**config.mk**
```make
export PLATFORM = sky130hd
export DESIGN_NAME = mc_proc
export DESIGN_NICKNAME = d
export VERILOG_FILES = /design/src/rtl/mc_proc_pkg.sv /design/src/rtl/mc_regfile.sv /design/src/rtl/mc_alu.sv /design/src/rtl/mc_ctrl.sv /design/src/rtl/mc_proc.sv
export SDC_FILE = /design/constraint.sdc
export NUM_CORES = 1
export LEC_CHECK = 0
export BUFFER_PORTS_ARGS = -buffer_cell sky130_fd_sc_hd__buf_2
export CAP_MARGIN = 20
export CORE_MARGIN = 2
export CORE_UTILIZATION = 40
export CTS_CLUSTER_SIZE = 14
export DETAILED_ROUTE_END_ITERATION = 8
export HOLD_SLACK_MARGIN = 0.03
export SYNTH_ARGS = -nofsm -noshare
export SYNTH_HDL_FRONTEND = slang
export SYNTH_SLANG_ARGS = --single-unit
export TNS_END_PERCENT = 10
```
**constraint.sdc**
```tcl
create_clock -name clk -period 6.5 [get_ports clk]
set_clock_uncertainty 0.05 [all_clocks]
set_input_delay 0.975 -clock clk [delete_from_list [all_inputs] [get_ports clk]]
set_output_delay 0.975 -clock clk [all_outputs]
set_load 0.01 [all_outputs]
```
**src/rtl/mc_proc_pkg.sv**
```systemverilog
`timescale 1ns/1ps
// Shared encodings for the multicycle core: instruction fields, opcodes,
// controller states, write-select and ALU-select codes, control bundle.
package mc_proc_pkg;

    localparam int INSTR_W = 16;
    localparam int OP_W    = 4;
    localparam int RIDX_W  = 4;
    localparam int BYTE_W  = 8;
    localparam int NREG    = 2 ** RIDX_W;

    localparam logic [OP_W-1:0] OP_LOAD  = 4'h0;
    localparam logic [OP_W-1:0] OP_STORE = 4'h1;
    localparam logic [OP_W-1:0] OP_ADD   = 4'h2;
    localparam logic [OP_W-1:0] OP_LDC   = 4'h3;
    localparam logic [OP_W-1:0] OP_SUB   = 4'h4;
    localparam logic [OP_W-1:0] OP_JZ    = 4'h5;

    localparam logic [1:0] WSEL_ALU = 2'b00;
    localparam logic [1:0] WSEL_MEM = 2'b01;
    localparam logic [1:0] WSEL_IMM = 2'b10;

    localparam logic [1:0] ALU_PASS = 2'b00;
    localparam logic [1:0] ALU_ADD  = 2'b01;
    localparam logic [1:0] ALU_SUB  = 2'b10;

    typedef enum logic [3:0] {
        ST_INIT, ST_FETCH, ST_DECODE, ST_LOAD, ST_STORE,
        ST_ADD, ST_LDC, ST_SUB, ST_JZ, ST_JZ_TAKE
    } state_e;

    typedef struct packed {
        logic       pc_clr;
        logic       pc_inc;
        logic       pc_ld;
        logic       ir_ld;
        logic       imem_rd;
        logic       dmem_rd;
        logic       dmem_wr;
        logic       rf_we;
        logic [1:0] wsel;
        logic       rp_use_b;
        logic [1:0] alu_sel;
    } ctrl_t;

endpackage

```
**src/rtl/mc_regfile.sv**
```systemverilog
`timescale 1ns/1ps
// Register file: NREG words of DATA_W bits, two combinational read ports,
// one synchronous write port. Assumes a write and a read of the same entry
// in one cycle returns the old value.
module mc_regfile #(
    parameter int DATA_W = 16,
    parameter int NREG   = 16,
    localparam int IDX_W = $clog2(NREG)
) (
    input  logic              clk,
    input  logic              rst_n,
    input  logic              we,
    input  logic [IDX_W-1:0]  waddr,
    input  logic [DATA_W-1:0] wdata,
    input  logic [IDX_W-1:0]  rp_addr,
    output logic [DATA_W-1:0] rp_data,
    input  logic [IDX_W-1:0]  rq_addr,
    output logic [DATA_W-1:0] rq_data
);

    logic [DATA_W-1:0] regs [NREG];

    // Clear on reset, otherwise write one entry when enabled.
    always_ff @(posedge clk) begin
        if (!rst_n) begin
            for (int i = 0; i < NREG; i++) begin
                regs[i] <= '0;
            end
        end else if (we) begin
            regs[waddr] <= wdata;
        end
    end

    // Read ports are plain multiplexers.
    assign rp_data = regs[rp_addr];
    assign rq_data = regs[rq_addr];

endmodule

```
**src/rtl/mc_alu.sv**
```systemverilog
`timescale 1ns/1ps
// Two-function ALU: add or subtract, wrapping modulo 2^DATA_W; any other
// select passes the first operand through.
module mc_alu
    import mc_proc_pkg::*;
#(
    parameter int DATA_W = 16
) (
    input  logic [1:0]        sel,
    input  logic [DATA_W-1:0] opa,
    input  logic [DATA_W-1:0] opb,
    output logic [DATA_W-1:0] res
);

    // Select the operation.
    always_comb begin
        case (sel)
            ALU_ADD: res = opa + opb;
            ALU_SUB: res = opa - opb;
            default: res = opa;
        endcase
    end

endmodule

```
**src/rtl/mc_ctrl.sv**
```systemverilog
`timescale 1ns/1ps
// Controller FSM: init, fetch, decode, one execute state per opcode, plus
// an extra state for a taken zero-branch. Undefined opcodes return to fetch
// from decode. Assumes rp_zero reflects register a while in ST_JZ.
module mc_ctrl
    import mc_proc_pkg::*;
(
    input  logic            clk,
    input  logic            rst_n,
    input  logic [OP_W-1:0] opcode,
    input  logic            rp_zero,
    output ctrl_t           ctl
);

    state_e state_q, state_d;

    // State register; reset forces the init state.
    always_ff @(posedge clk) begin
        if (!rst_n) state_q <= ST_INIT;
        else        state_q <= state_d;
    end

    // Next-state and control decode.
    always_comb begin
        ctl     = '0;
        state_d = state_q;
        case (state_q)
            ST_INIT: begin
                ctl.pc_clr = 1'b1;
                state_d    = ST_FETCH;
            end
            ST_FETCH: begin
                ctl.imem_rd = 1'b1;
                ctl.ir_ld   = 1'b1;
                ctl.pc_inc  = 1'b1;
                state_d     = ST_DECODE;
            end
            ST_DECODE: begin
                case (opcode)
                    OP_LOAD:  state_d = ST_LOAD;
                    OP_STORE: state_d = ST_STORE;
                    OP_ADD:   state_d = ST_ADD;
                    OP_LDC:   state_d = ST_LDC;
                    OP_SUB:   state_d = ST_SUB;
                    OP_JZ:    state_d = ST_JZ;
                    default:  state_d = ST_FETCH;
                endcase
            end
            ST_LOAD: begin
                ctl.dmem_rd = 1'b1;
                ctl.rf_we   = 1'b1;
                ctl.wsel    = WSEL_MEM;
                state_d     = ST_FETCH;
            end
            ST_STORE: begin
                ctl.dmem_wr = 1'b1;
                state_d     = ST_FETCH;
            end
            ST_ADD: begin
                ctl.rp_use_b = 1'b1;
                ctl.alu_sel  = ALU_ADD;
                ctl.rf_we    = 1'b1;
                ctl.wsel     = WSEL_ALU;
                state_d      = ST_FETCH;
            end
            ST_SUB: begin
                ctl.rp_use_b = 1'b1;
                ctl.alu_sel  = ALU_SUB;
                ctl.rf_we    = 1'b1;
                ctl.wsel     = WSEL_ALU;
                state_d      = ST_FETCH;
            end
            ST_LDC: begin
                ctl.rf_we = 1'b1;
                ctl.wsel  = WSEL_IMM;
                state_d   = ST_FETCH;
            end
            ST_JZ: begin
                state_d = rp_zero ? ST_JZ_TAKE : ST_FETCH;
            end
            ST_JZ_TAKE: begin
                ctl.pc_ld = 1'b1;
                state_d   = ST_FETCH;
            end
            default: state_d = ST_INIT;
        endcase
    end

endmodule

```
**src/rtl/mc_proc.sv**
```systemverilog
`timescale 1ns/1ps
// Multicycle core top: program counter, instruction register, register-file
// write multiplexer, zero detector and relative-branch adder around the
// controller, ALU and register file. Assumes both memories answer reads
// combinationally and that PC_W >= 8 and DATA_W >= 8.
module mc_proc
    import mc_proc_pkg::*;
#(
    parameter int DATA_W = 16,
    parameter int PC_W   = 8
) (
    input  logic               clk,
    input  logic               rst_n,
    output logic               imem_rd,
    output logic [PC_W-1:0]    imem_addr,
    input  logic [INSTR_W-1:0] imem_data,
    output logic               dmem_rd,
    output logic               dmem_wr,
    output logic [BYTE_W-1:0]  dmem_addr,
    output logic [DATA_W-1:0]  dmem_wdata,
    input  logic [DATA_W-1:0]  dmem_rdata
);

    ctrl_t              ctl;
    logic [PC_W-1:0]    pc_q;
    logic [PC_W-1:0]    br_target;
    logic [INSTR_W-1:0] ir_q;
    logic [RIDX_W-1:0]  fld_a, fld_b, fld_c, rp_addr;
    logic [BYTE_W-1:0]  fld_byte;
    logic [DATA_W-1:0]  rp_data, rq_data, alu_res, rf_wdata;
    logic               rp_zero;

    assign fld_a    = ir_q[11:8];
    assign fld_b    = ir_q[7:4];
    assign fld_c    = ir_q[3:0];
    assign fld_byte = ir_q[7:0];

    // Fetch already advanced the PC, so the branch target drops one.
    assign br_target = pc_q + PC_W'($signed(fld_byte)) - PC_W'(1);

    // Program counter: clear, branch load, or increment.
    always_ff @(posedge clk) begin
        if (!rst_n)          pc_q <= '0;
        else if (ctl.pc_clr) pc_q <= '0;
        else if (ctl.pc_ld)  pc_q <= br_target;
        else if (ctl.pc_inc) pc_q <= pc_q + PC_W'(1);
    end

    // Instruction register, loaded during fetch.
    always_ff @(posedge clk) begin
        if (!rst_n)         ir_q <= '0;
        else if (ctl.ir_ld) ir_q <= imem_data;
    end

    // Read port Rp carries register b for arithmetic, register a otherwise.
    assign rp_addr = ctl.rp_use_b ? fld_b : fld_a;

    // Register-file write source: ALU, memory or zero-extended immediate.
    always_comb begin
        case (ctl.wsel)
            WSEL_MEM: rf_wdata = dmem_rdata;
            WSEL_IMM: rf_wdata = DATA_W'(fld_byte);
            default:  rf_wdata = alu_res;
        endcase
    end

    assign rp_zero = ~|rp_data;

    mc_ctrl u_ctrl (
        .clk     (clk),
        .rst_n   (rst_n),
        .opcode  (ir_q[15:12]),
        .rp_zero (rp_zero),
        .ctl     (ctl)
    );

    mc_regfile #(.DATA_W(DATA_W), .NREG(NREG)) u_rf (
        .clk     (clk),
        .rst_n   (rst_n),
        .we      (ctl.rf_we),
        .waddr   (fld_a),
        .wdata   (rf_wdata),
        .rp_addr (rp_addr),
        .rp_data (rp_data),
        .rq_addr (fld_c),
        .rq_data (rq_data)
    );

    mc_alu #(.DATA_W(DATA_W)) u_alu (
        .sel (ctl.alu_sel),
        .opa (rp_data),
        .opb (rq_data),
        .res (alu_res)
    );

    assign imem_rd    = ctl.imem_rd;
    assign imem_addr  = pc_q;
    assign dmem_rd    = ctl.dmem_rd;
    assign dmem_wr    = ctl.dmem_wr;
    assign dmem_addr  = fld_byte;
    assign dmem_wdata = rp_data;

endmodule

```
==> results of run 1 <==
==> critical path: stages (launching register included) <==
cell,delay [ns]
dfxtp_1,0.56
nor2b_1,0.11
nand3_1,0.12
ha_1,0.53
mux2i_4,0.34
buf_12,0.20
buf_4,0.22
mux4_2,0.50
and2_1,0.16
a211oi_1,0.22
a31oi_1,0.17
ha_1,0.42
nor2b_1,0.13
o21ai_0,0.09
nand2b_1,0.16
nand3_1,0.13
a211o_1,0.31
a31oi_1,0.33
nand4b_1,0.16
o311a_1,0.60
nor2_1,0.09
==> per-layer routing <==
| metal | GRT usage | vias to the layer above | wire, microns |
|---|---|---|---|
| li1 | - | 5186 | - |
| met1 | 0.3137 | 6137 | 20190 |
| met2 | 0.4048 | 727 | 25210 |
| met3 | 0.03789 | 122 | 4802 |
| met4 | 0.08300 | 0 | 1846 |
| met5 | 0 | - | 0 |
==> cells in the mapped netlist (4+ instances only) <==
master	count
a21oi_1	36
buf_1	5
a31oi_1	20
ha_1	32
nand4_1	5
a211oi_1	18
a221oi_1	6
nor3_1	9
nor2b_1	12
mux2i_1	11
nand2_1	115
mux4_2	119
dfxtp_1	32
buf_4	15
mux2_2	4
nand3_1	19
buf_2	13
xnor2_1	22
mux4_1	17
a21o_1	10
nand2b_1	7
clkbuf_1	53
nor4_1	6
xor2_1	9
edfxtp_1	256
a222oi_1	10
o31ai_1	4
inv_1	45
nor2_1	269
buf_6	15
a21boi_0	18
and2_1	17
o21ai_0	21
a22o_1	4
nor2_2	11
a22oi_1	6
==> flip-flops by register name, indices dropped and copies added (netlist names), named ones only <==
name,flops
u_ctrl.state_q,4
u_rf.regs,256
ir_q,16
imem_addr,8
==> cells by family after synthesis <==
| kind of cell | synth area share |
|---|---|
| DFF | 0.4976 |
| xor gates and xnor gates | 0.01719 |
| adders and majority gates | 0.02631 |
| AOI/OAI and AO/OA | 0.07999 |
| muxes | 0.2011 |
| buffers and inverters | 0.04911 |
| and+or+nand+nor | 0.1287 |
==> how the worst max path moves through the flow <==
| stage | slack [ns] | end | startpoint |
|---|---|---|---|
| 4_1_cts | 0.32 | u_rf.regs[4][15] | u_ctrl.state_q[3] |
| 3_3_place_gp | 0.47 | u_rf.regs[4][15] | u_ctrl.state_q[3] |
| 3_5_place_dp | 0.36 | u_rf.regs[4][15] | u_ctrl.state_q[3] |
| 2_1_floorplan | 0.63 | u_rf.regs[0][9] | u_ctrl.state_q[0] |
| 6_report | 0.52 | u_rf.regs[4][14] | u_ctrl.state_q[3] |
| 5_1_grt | 0.05 | u_rf.regs[1][14] | u_ctrl.state_q[3] |
==> what timing repair did <==
action                                  4_1_cts  5_1_grt
buffers inserted                              0        8
endpoints found under the setup margin        0       16
hold buffers                                  0        0
gates resized for setup                       0        1
==> power breakdown <==
group | internal (W) | switching [W]
logic | 0.000782 | 0.00117
registers | 0.00209 | 0.0000967
clock network | 0.00107 | 0.000757
==> per-stage QoR <==
stage	instances	instance area, sq um	hold slack [ns]	total power (W)
detailed placement	1895	17620	0.4443	0.004138
floorplan	1345	16740	0.4067	0.003570
CTS	1951	18680	0.4557	0.005947
finish	1962	18790	0.4561	0.005976
global route	1962	18790	0.4978	0.006212
global placement	1895	17620	0.4363	0.004122
==> layout by cell type, fill, tap and decap left out, types with 5 or more instances in the layout <==
master and n:
a222oi_1 10, nand2_1 115, clkbuf_8 5, nand2b_1 7, mux4_1 17, and2_1 17, a21o_1 10, o21ai_0 21
a21boi_0 18, dfxtp_1 30, nor3_1 8, buf_4 63, a21oi_1 36, ha_1 32, mux4_2 119, clkbuf_16 36
mux2i_1 9, nand4_1 5, nor2_2 11, xor2_1 9, nor2b_1 12, mux2i_4 5, edfxtp_1 256, nor4_1 6
inv_1 45, buf_2 68, a211oi_1 17, a22oi_1 6, a31oi_1 19, clkinv_2 5, a221oi_1 5, nand3_1 19
nor2_1 269, xnor2_1 22
==> cell type report <==
type                    instances  area [sq um]  area share
inverters                      45         168.9    0.008989
well taps                     532         665.6     0.03542
multi-input cells             904          7644      0.4068
repair buffers                137         917.1     0.04881
clock inverters                13         95.09    0.005061
flip-flops and latches        288          8333      0.4435
clock buffers                  43         967.2     0.05147
==> impl_metrics.ini, run 1 <==
[run_status]
status = finished, final reports clean

[cts]
cts_tree = built
cts_made_buffers = 30
root_buffer = clkbuf_16
clock_path_buffers = 3
clock_latency_ns = 0.58
cts_sinks = 288
clkSlewWorstSetupHoldPaths_ns = 0.07
htreeDepth = 1

[setup_path]
r2r_slack_ns = 0.52
crit_path_start_kind = flip-flop
reg2reg_depth = 20
cp.required_ns = 6.73
crit_fanout = 16
arrival_ns = 6.21
crit_path_end_kind = flip-flop
path_class = flip-flop to flip-flop
r2r-end = u_rf.regs[4][14]
r2r-start = u_ctrl.state_q[3]

[sta]
worst_pin_slew_ns = 1.160
hold_violations = 0
fmax_mhz = 167.1
slew_violations = 0
period_needed_ns = 5.983
post-route-period-util = 0.9205
setup_tns_ns = 0
rsz0062_at_grt = false
slew_headroom = 0.2249
worst_slack_ns = 0.5170
setup_viol_count_final = 0

[job]
maxCapViolations = 0

[pwr]
p_leak_nw = 6.816
ir_drop_v = 0.0002187
power_density_mw_per_mm2 = 318.0

[floorplan]
initial_core_util = 0.4071
design.core.area_sq_mm = 0.04111
die_w_microns = 208.6
io_pins = 69
rows = 74
die_h_microns = 208.6
die-area_sq_mm = 0.04350

[yosys]
synth_area_leaders = edfxtp_1 46%, mux4_2 16%, nor2_1 6.0%
netlist-cell-type-count = 84
synth_edf_count = 256
synth_top_area_frac = 0.4593
synth_seq_area_share = 0.4976
synth-seq-cells = 288
syn_area_sq_mm = 0.01674
async_flop_share = 0
synth_cells = 1345
synth.avg_cell_area_sq_um = 12.44
yosysWarnings = 0
yosys_most_used_dff = edfxtp_1
synth_largest_area_cell = edfxtp_1
synth.net_count = 1413

[global_routing]
grt_max_degree = 39
antenna_found_initial = 0
grt_pass1_wl_microns = 77540
overflow = 0
grt_use_total = 0.2391
grt_pass1_vias = 11855

[route]
drc = 0
first_pass_iters = 5
routed_via_density = 6.204
ant_nets = 0
via_count = 12172
detail_route.iter0.violations = 1621
routed_wl_microns = 52050
wl_per_cell_microns = 26.53

[cells_and_area]
layout.nets = 1474
drive_above_1_share = 0.2469
fillers = 3718
n_antenna_cell = 0
syn_to_final_growth_pct = 12.27
final_core_util = 0.4571

[placed_design]
portBuffers = 68
dp_hpwl_microns = 33760
post-place-ws_ns = 0.3557
globalplace.congestion = 0.8675

[min_path]
hold-path-endpoint = ir_q[15]
hold_path_depth = 2
min-delay-start = ir_q[15]
hold_path_class = flip-flop to flip-flop
Note: power is estimated with default switching activity, not from simulation.
==> run 2: changes to the inputs <==
--- a/config.mk
+++ b/config.mk
@@ -5,8 +5,10 @@
 export SDC_FILE = /design/constraint.sdc
 export NUM_CORES = 1
 export LEC_CHECK = 0
+export ABC_AREA = 1
 export BUFFER_PORTS_ARGS = -buffer_cell sky130_fd_sc_hd__buf_2
 export CAP_MARGIN = 20
+export CORE_ASPECT_RATIO = 1.4
 export CORE_MARGIN = 2
 export CORE_UTILIZATION = 40
 export CTS_CLUSTER_SIZE = 14
==> run 2 against run 1 <==
Effect of this change: synthesized cell count increased by 63%; utilization shrank 2.3 points; flip-flop and latch count did not move; power up 21%; global-route usage is 2.5 points higher; maximum frequency rose by 3.7%; clock power down 5%; via count increased by 32%; critical path depth up 8; cell count rose by 40%; wire length increased by 20%; largest cell class unchanged.
==> impl_metrics.ini, run 2 <==
[run_status]
status = finished, final reports clean

[yosys]
netlist-cell-type-count = 53
synth_edf_count = 256
synth.net_count = 2256
async_flop_share = 0
synth.avg_cell_area_sq_um = 8.305
netlist_top_cells_count = 334 x nand2_1, 256 x edfxtp_1, 244 x inv_1
synth_most_common_cell = nand2_1
yosys_most_used_dff = edfxtp_1
syn_area_sq_mm = 0.01817
yosysWarnings = 0
synth_seq_area_share = 0.4583
synth_area_leaders = edfxtp_1 42%, nand2_1 6.9%, a21oi_1 6.3%
synth_largest_area_cell = edfxtp_1
synth_top_area_frac = 0.4230
synth-seq-cells = 288
synth_cells = 2188

[placed_design]
globalplace.congestion = 0.9096
post-place-ws_ns = 0.8297
dp_hpwl_microns = 40160
portBuffers = 68
dp_cells = 2691

[cts]
ctsHoldBuffers = 0
clock_path_buffers = 3
clock_latency_ns = 0.60
cts_sinks = 288
clkSlewWorstSetupHoldPaths_ns = 0.06
cts_setup_buffers = 0
cts_tree = built
htreeDepth = 1
post_cts_resized = 0
cts_made_buffers = 30
root_buffer = clkbuf_16

[setup_path]
arrival_ns = 6.03
crit_path_start_kind = flip-flop
crit_fanout = 87
path_class = flip-flop to flip-flop
crit_top_cell = nor2_1
cpMaxStageDelayCell = o311ai_0
cp.required_ns = 6.76
crit_path_end_kind = flip-flop
critPathMaxStageDelay_ns = 0.57

[sta]
period_needed_ns = 5.772
rsz0062_at_grt = false
worst_pin_slew_ns = 1.158
setup_viol_count_final = 0
slew_headroom = 0.2263
fmax_mhz = 173.3
slew_violations = 0
setup_tns_ns = 0
worst_slack_ns = 0.7283
hold_violations = 0
post-route-period-util = 0.8880

[cells_and_area]
layout_common_cells = 334 x nand2_1, 256 x edfxtp_1, 244 x inv_1
layout.nets = 2231
drive_above_1_share = 0.09936
largest_reg_flops = 256
layout_commonest_cell = nand2_1
syn_to_final_growth_pct = 7.319
finalNonFillerCells = 2749
regMostFlops = u_rf.regs

[floorplan]
initial_core_util = 0.4048
io_pins = 69
die-area_sq_mm = 0.04718
design.core.area_sq_mm = 0.04489
rows = 92
die_w_microns = 184.1
die_h_microns = 256.2

[global_routing]
grt_pass1_vias = 15540
grt_max_degree = 104
antenna_found_initial = 1
overflow = 0
grt_use_total = 0.2646
grt_pass1_wl_microns = 93410

[route]
detail_route.iter0.violations = 1687
wl_per_cell_microns = 22.79
routed_wl_microns = 62650
first_pass_iters = 8
routed_via_density = 5.850
via_count = 16081
drc = 0
ant_nets = 0

[pwr]
ir_drop_v = 0.0002154
power_density_mw_per_mm2 = 371.6
p_leak_nw = 7.439

[min_path]
hold_path_class = flip-flop to flip-flop

[job]
maxCapViolations = 0
## run 2: cell types whose count changed in the layout (fill, tap and decap cells not counted), moves of 35 or more
cell and change:
nand2_1 +219, inv_1 +199, a21oi_1 +194, o21ai_0 +180, nand3_1 +140, o211ai_1 +122, mux4_2 -119, buf_4 -35
## run 2: worst max-delay path, delay by kind of cell, from the launching register on
kind	cells	cell delay [ns]
compound gates	5	1.08
fa+ha+maj	2	0.60
buf+inv	5	0.74
flops	1	0.37
simple gates	16	2.55
## run 2: final cells by class
cell class | count | area, sq um
clock inverters | 16 | 172.7
fillers | 4421 | 25390
inverters | 264 | 991.0
flip-flops and latches | 288 | 8333
diodes | 1 | 2.502
clock buffers | 37 | 777.0
repair buffers | 105 | 750.7
multi-input cells | 1474 | 7770
well taps | 564 | 705.7
## run 2: worst paths after layout
| check | startpoint | to | slack (ns) | cells past startpoint |
|---|---|---|---|---|
| setup / recovery | u_ctrl.state_q[2] | u_rf.regs[2][15] | 0.73 | 28 |
| hold / removal | ir_q[15] | u_ctrl.state_q[2] | 0.40 | 1 |
| setup reg to reg | u_ctrl.state_q[2] | u_rf.regs[2][15] | 0.73 | 28 |
| hold reg to reg | ir_q[15] | u_ctrl.state_q[2] | 0.40 | 1 |
## run 2: stage by stage
step                      cell area, sq um  hold slack [ns]    util  total power [W]
after detailed placement             18450           0.3945  0.4110         0.005487
after CTS                            19400           0.4031  0.4322         0.007215
after floorplan                      18170           0.3532       -         0.004619
final                                19500           0.4036  0.4344         0.007247
after global routing                 19500           0.4336  0.4344         0.007623
after global placement               18410           0.3993  0.4101         0.005435
## run 2: power breakdown
part | switching (W) | internal (W) | total, W
clock network | 0.000775 | 0.000965 | 0.00174
logic | 0.00236 | 0.000967 | 0.00332
registers | 0.0000787 | 0.00211 | 0.00218
## run 2: cells by family after synthesis
kind of cell | Yosys count | synth area share
xor+xnor | 22 | 0.01060
buf+inv | 426 | 0.1154
simple gates | 782 | 0.1822
fa+ha+maj | 34 | 0.02424
compound gates | 636 | 0.2092
flops | 288 | 0.4583
## run 2: routing by layer
| layer | vias up | wire (microns) | global-route usage |
|---|---|---|---|
| met4 | 0 | 4205 | 0.1649 |
| met2 | 698 | 30750 | 0.4517 |
| li1 | 7447 | - | - |
| met1 | 7741 | 23660 | 0.3146 |
| met5 | - | 0 | 0 |
| met3 | 195 | 4040 | 0.03267 |
==> run 3: changes to the inputs <==
--- a/config.mk
+++ b/config.mk
@@ -6,7 +6,7 @@
 export NUM_CORES = 1
 export LEC_CHECK = 0
 export ABC_AREA = 1
-export BUFFER_PORTS_ARGS = -buffer_cell sky130_fd_sc_hd__buf_2
+export BUFFER_PORTS_ARGS = -buffer_cell sky130_fd_sc_hd__buf_4
 export CAP_MARGIN = 20
 export CORE_ASPECT_RATIO = 1.4
 export CORE_MARGIN = 2
==> run 3 against run 2 <==
Effect of this change: clock-buffer cell count rose by 3; wire length rose by 2.5%; combinational power rose by 4%; cell count rose by 0.18%; via count rose by 0.64%; hold slack got worse by 0.0096 ns; highest routed layer unchanged; design area rose by 0.46%; critical path depth did not move; global-route usage rose by 0.49 points; non-clock buffer count rose by 6.
==> impl_metrics.ini, run 3 (synthesis results as in run 2) <==
[run_status]
status = finished, final reports clean

[cts]
root_buffer = clkbuf_16
ctsHoldBuffers = 0
clock_latency_ns = 0.60
clock_path_buffers = 3
cts_tree = built
cts_setup_buffers = 0
htreeDepth = 1
cts_sinks = 288
cts_made_buffers = 29
post_cts_resized = 0
clkSlewWorstSetupHoldPaths_ns = 0.06

[sta]
fmax_mhz = 179.6
worst_pin_slew_ns = 1.188
post-route-period-util = 0.8567
hold_violations = 0
setup_tns_ns = 0
setup_viol_count_final = 0
slew_headroom = 0.2062
period_needed_ns = 5.568
rsz0062_at_grt = false
slew_violations = 0
worst_slack_ns = 0.9317

[min_path]
hold_path_depth = 1
hold-path-endpoint = u_ctrl.state_q[2]
hold_path_class = flip-flop to flip-flop
min-delay-start = ir_q[15]

[floorplan]
die_w_microns = 184.1
die-area_sq_mm = 0.04718
rows = 92
design.core.area_sq_mm = 0.04489
die_h_microns = 256.2
io_pins = 69
initial_core_util = 0.4048

[cells_and_area]
final_area_sq_mm = 0.01959
n_antenna_cell = 0
layout.nets = 2236
final_core_util = 0.4364
regMostFlops = u_rf.regs
largest_reg_flops = 256
layout_common_cells = 334 x nand2_1, 256 x edfxtp_1, 244 x inv_1
syn_to_final_growth_pct = 7.808
layout_commonest_cell = nand2_1
drive_above_1_share = 0.09954

[setup_path]
r2r-end = u_rf.regs[12][13]
cpMaxStageDelayCell = or2_1
crit_path_start_kind = flip-flop
path_class = flip-flop to flip-flop
arrival_ns = 5.82
critPathBufInv = 5
crit_path_end_kind = flip-flop
crit_top_cell = nor2_1
crit_fanout = 90
reg2reg_depth = 28
critPathMaxStageDelay_ns = 0.45
cp.required_ns = 6.75
r2r_slack_ns = 0.93
cp_top_family = simple AND/OR/NAND/NOR gates
r2r-start = u_ctrl.state_q[2]

[route]
ant_nets = 0
detail_route.iter0.violations = 1620
drc = 0
first_pass_iters = 7
wl_per_cell_microns = 23.32
routed_via_density = 5.877
routed_wl_microns = 64220
via_count = 16184

[global_routing]
overflow = 0
grt_pass1_vias = 15868
grt_pass1_wl_microns = 94880
grt_max_degree = 91
grt_use_total = 0.2695
antenna_found_initial = 0

[job]
maxCapViolations = 0

[placed_design]
globalplace.congestion = 0.9382
post-place-ws_ns = 1.060
dp_hpwl_microns = 41210
portBuffers = 68
dpl_cell_area_sq_mm = 0.01868

[pwr]
ir_drop_v = 0.0002271
power_density_mw_per_mm2 = 367.2
p_leak_nw = 7.478
[run 3: cell types whose count changed in the layout (fill, tap and decap cells not counted), moves of 2 or more]
cell and change:
buf_4 +75, clkinvlp_4 -5, bufinv_16 -3, buf_8 -2, clkinv_2 +4, buf_2 -68, clkbuf_1 +4
[run 3: cell type report]
| cell class | count | area, sq um |
|---|---|---|
| well taps | 564 | 705.7 |
| clock buffers | 40 | 767.0 |
| inverters | 264 | 991.0 |
| repair buffers | 111 | 963.4 |
| fillers | 4402 | 25300 |
| clock inverters | 13 | 61.31 |
| multi-input cells | 1474 | 7770 |
| flip-flops and latches | 288 | 8333 |
[run 3: worst reg2reg max path: cells and delay by family, from the launching register on]
kind | cells | cell delay [ns]
buf+inv | 5 | 0.69
simple gates | 15 | 2.67
flops | 1 | 0.37
compound gates | 6 | 0.89
fa+ha+maj | 2 | 0.63
[run 3: per-stage QoR]
| stage | hold slack, ns | total power [W] | cells |
|---|---|---|---|
| after floorplan | 0.3532 | 0.004619 | 2188 |
| final | 0.3940 | 0.007193 | 2754 |
| after global routing | 0.4103 | 0.007557 | 2754 |
| after detailed placement | 0.3746 | 0.005587 | 2698 |
| after global placement | 0.3939 | 0.005540 | 2697 |
| after CTS | 0.3891 | 0.007127 | 2751 |
[run 3: report_power, final]
part	switching [W]	internal, W	total [W]
Combinational	0.00241	0.00104	0.00345
Clock	0.000747	0.000819	0.00157
Sequential	0.0000749	0.00211	0.00218
[run 3: per-layer routing]
metal,track usage,share of wire
met1,0.3079,0.36
met2,0.4653,0.49
met3,0.03721,0.077
met4,0.1809,0.068
met5,0,0
[run 3: worst max path at each step]
stage / cells past startpoint / endpoint / startpoint / slack [ns]
finish: 28 / u_rf.regs[12][13] / u_ctrl.state_q[2] / 0.93
global route: 28 / u_rf.regs[12][13] / u_ctrl.state_q[2] / 0.46
CTS: 28 / u_rf.regs[0][15] / u_ctrl.state_q[2] / 1.04
detailed placement: 28 / u_rf.regs[0][15] / u_ctrl.state_q[2] / 1.06
global placement: 25 / u_rf.regs[3][14] / u_ctrl.state_q[2] / 1.10
floorplan: 30 / u_rf.regs[0][5] / u_ctrl.state_q[2] / 2.10
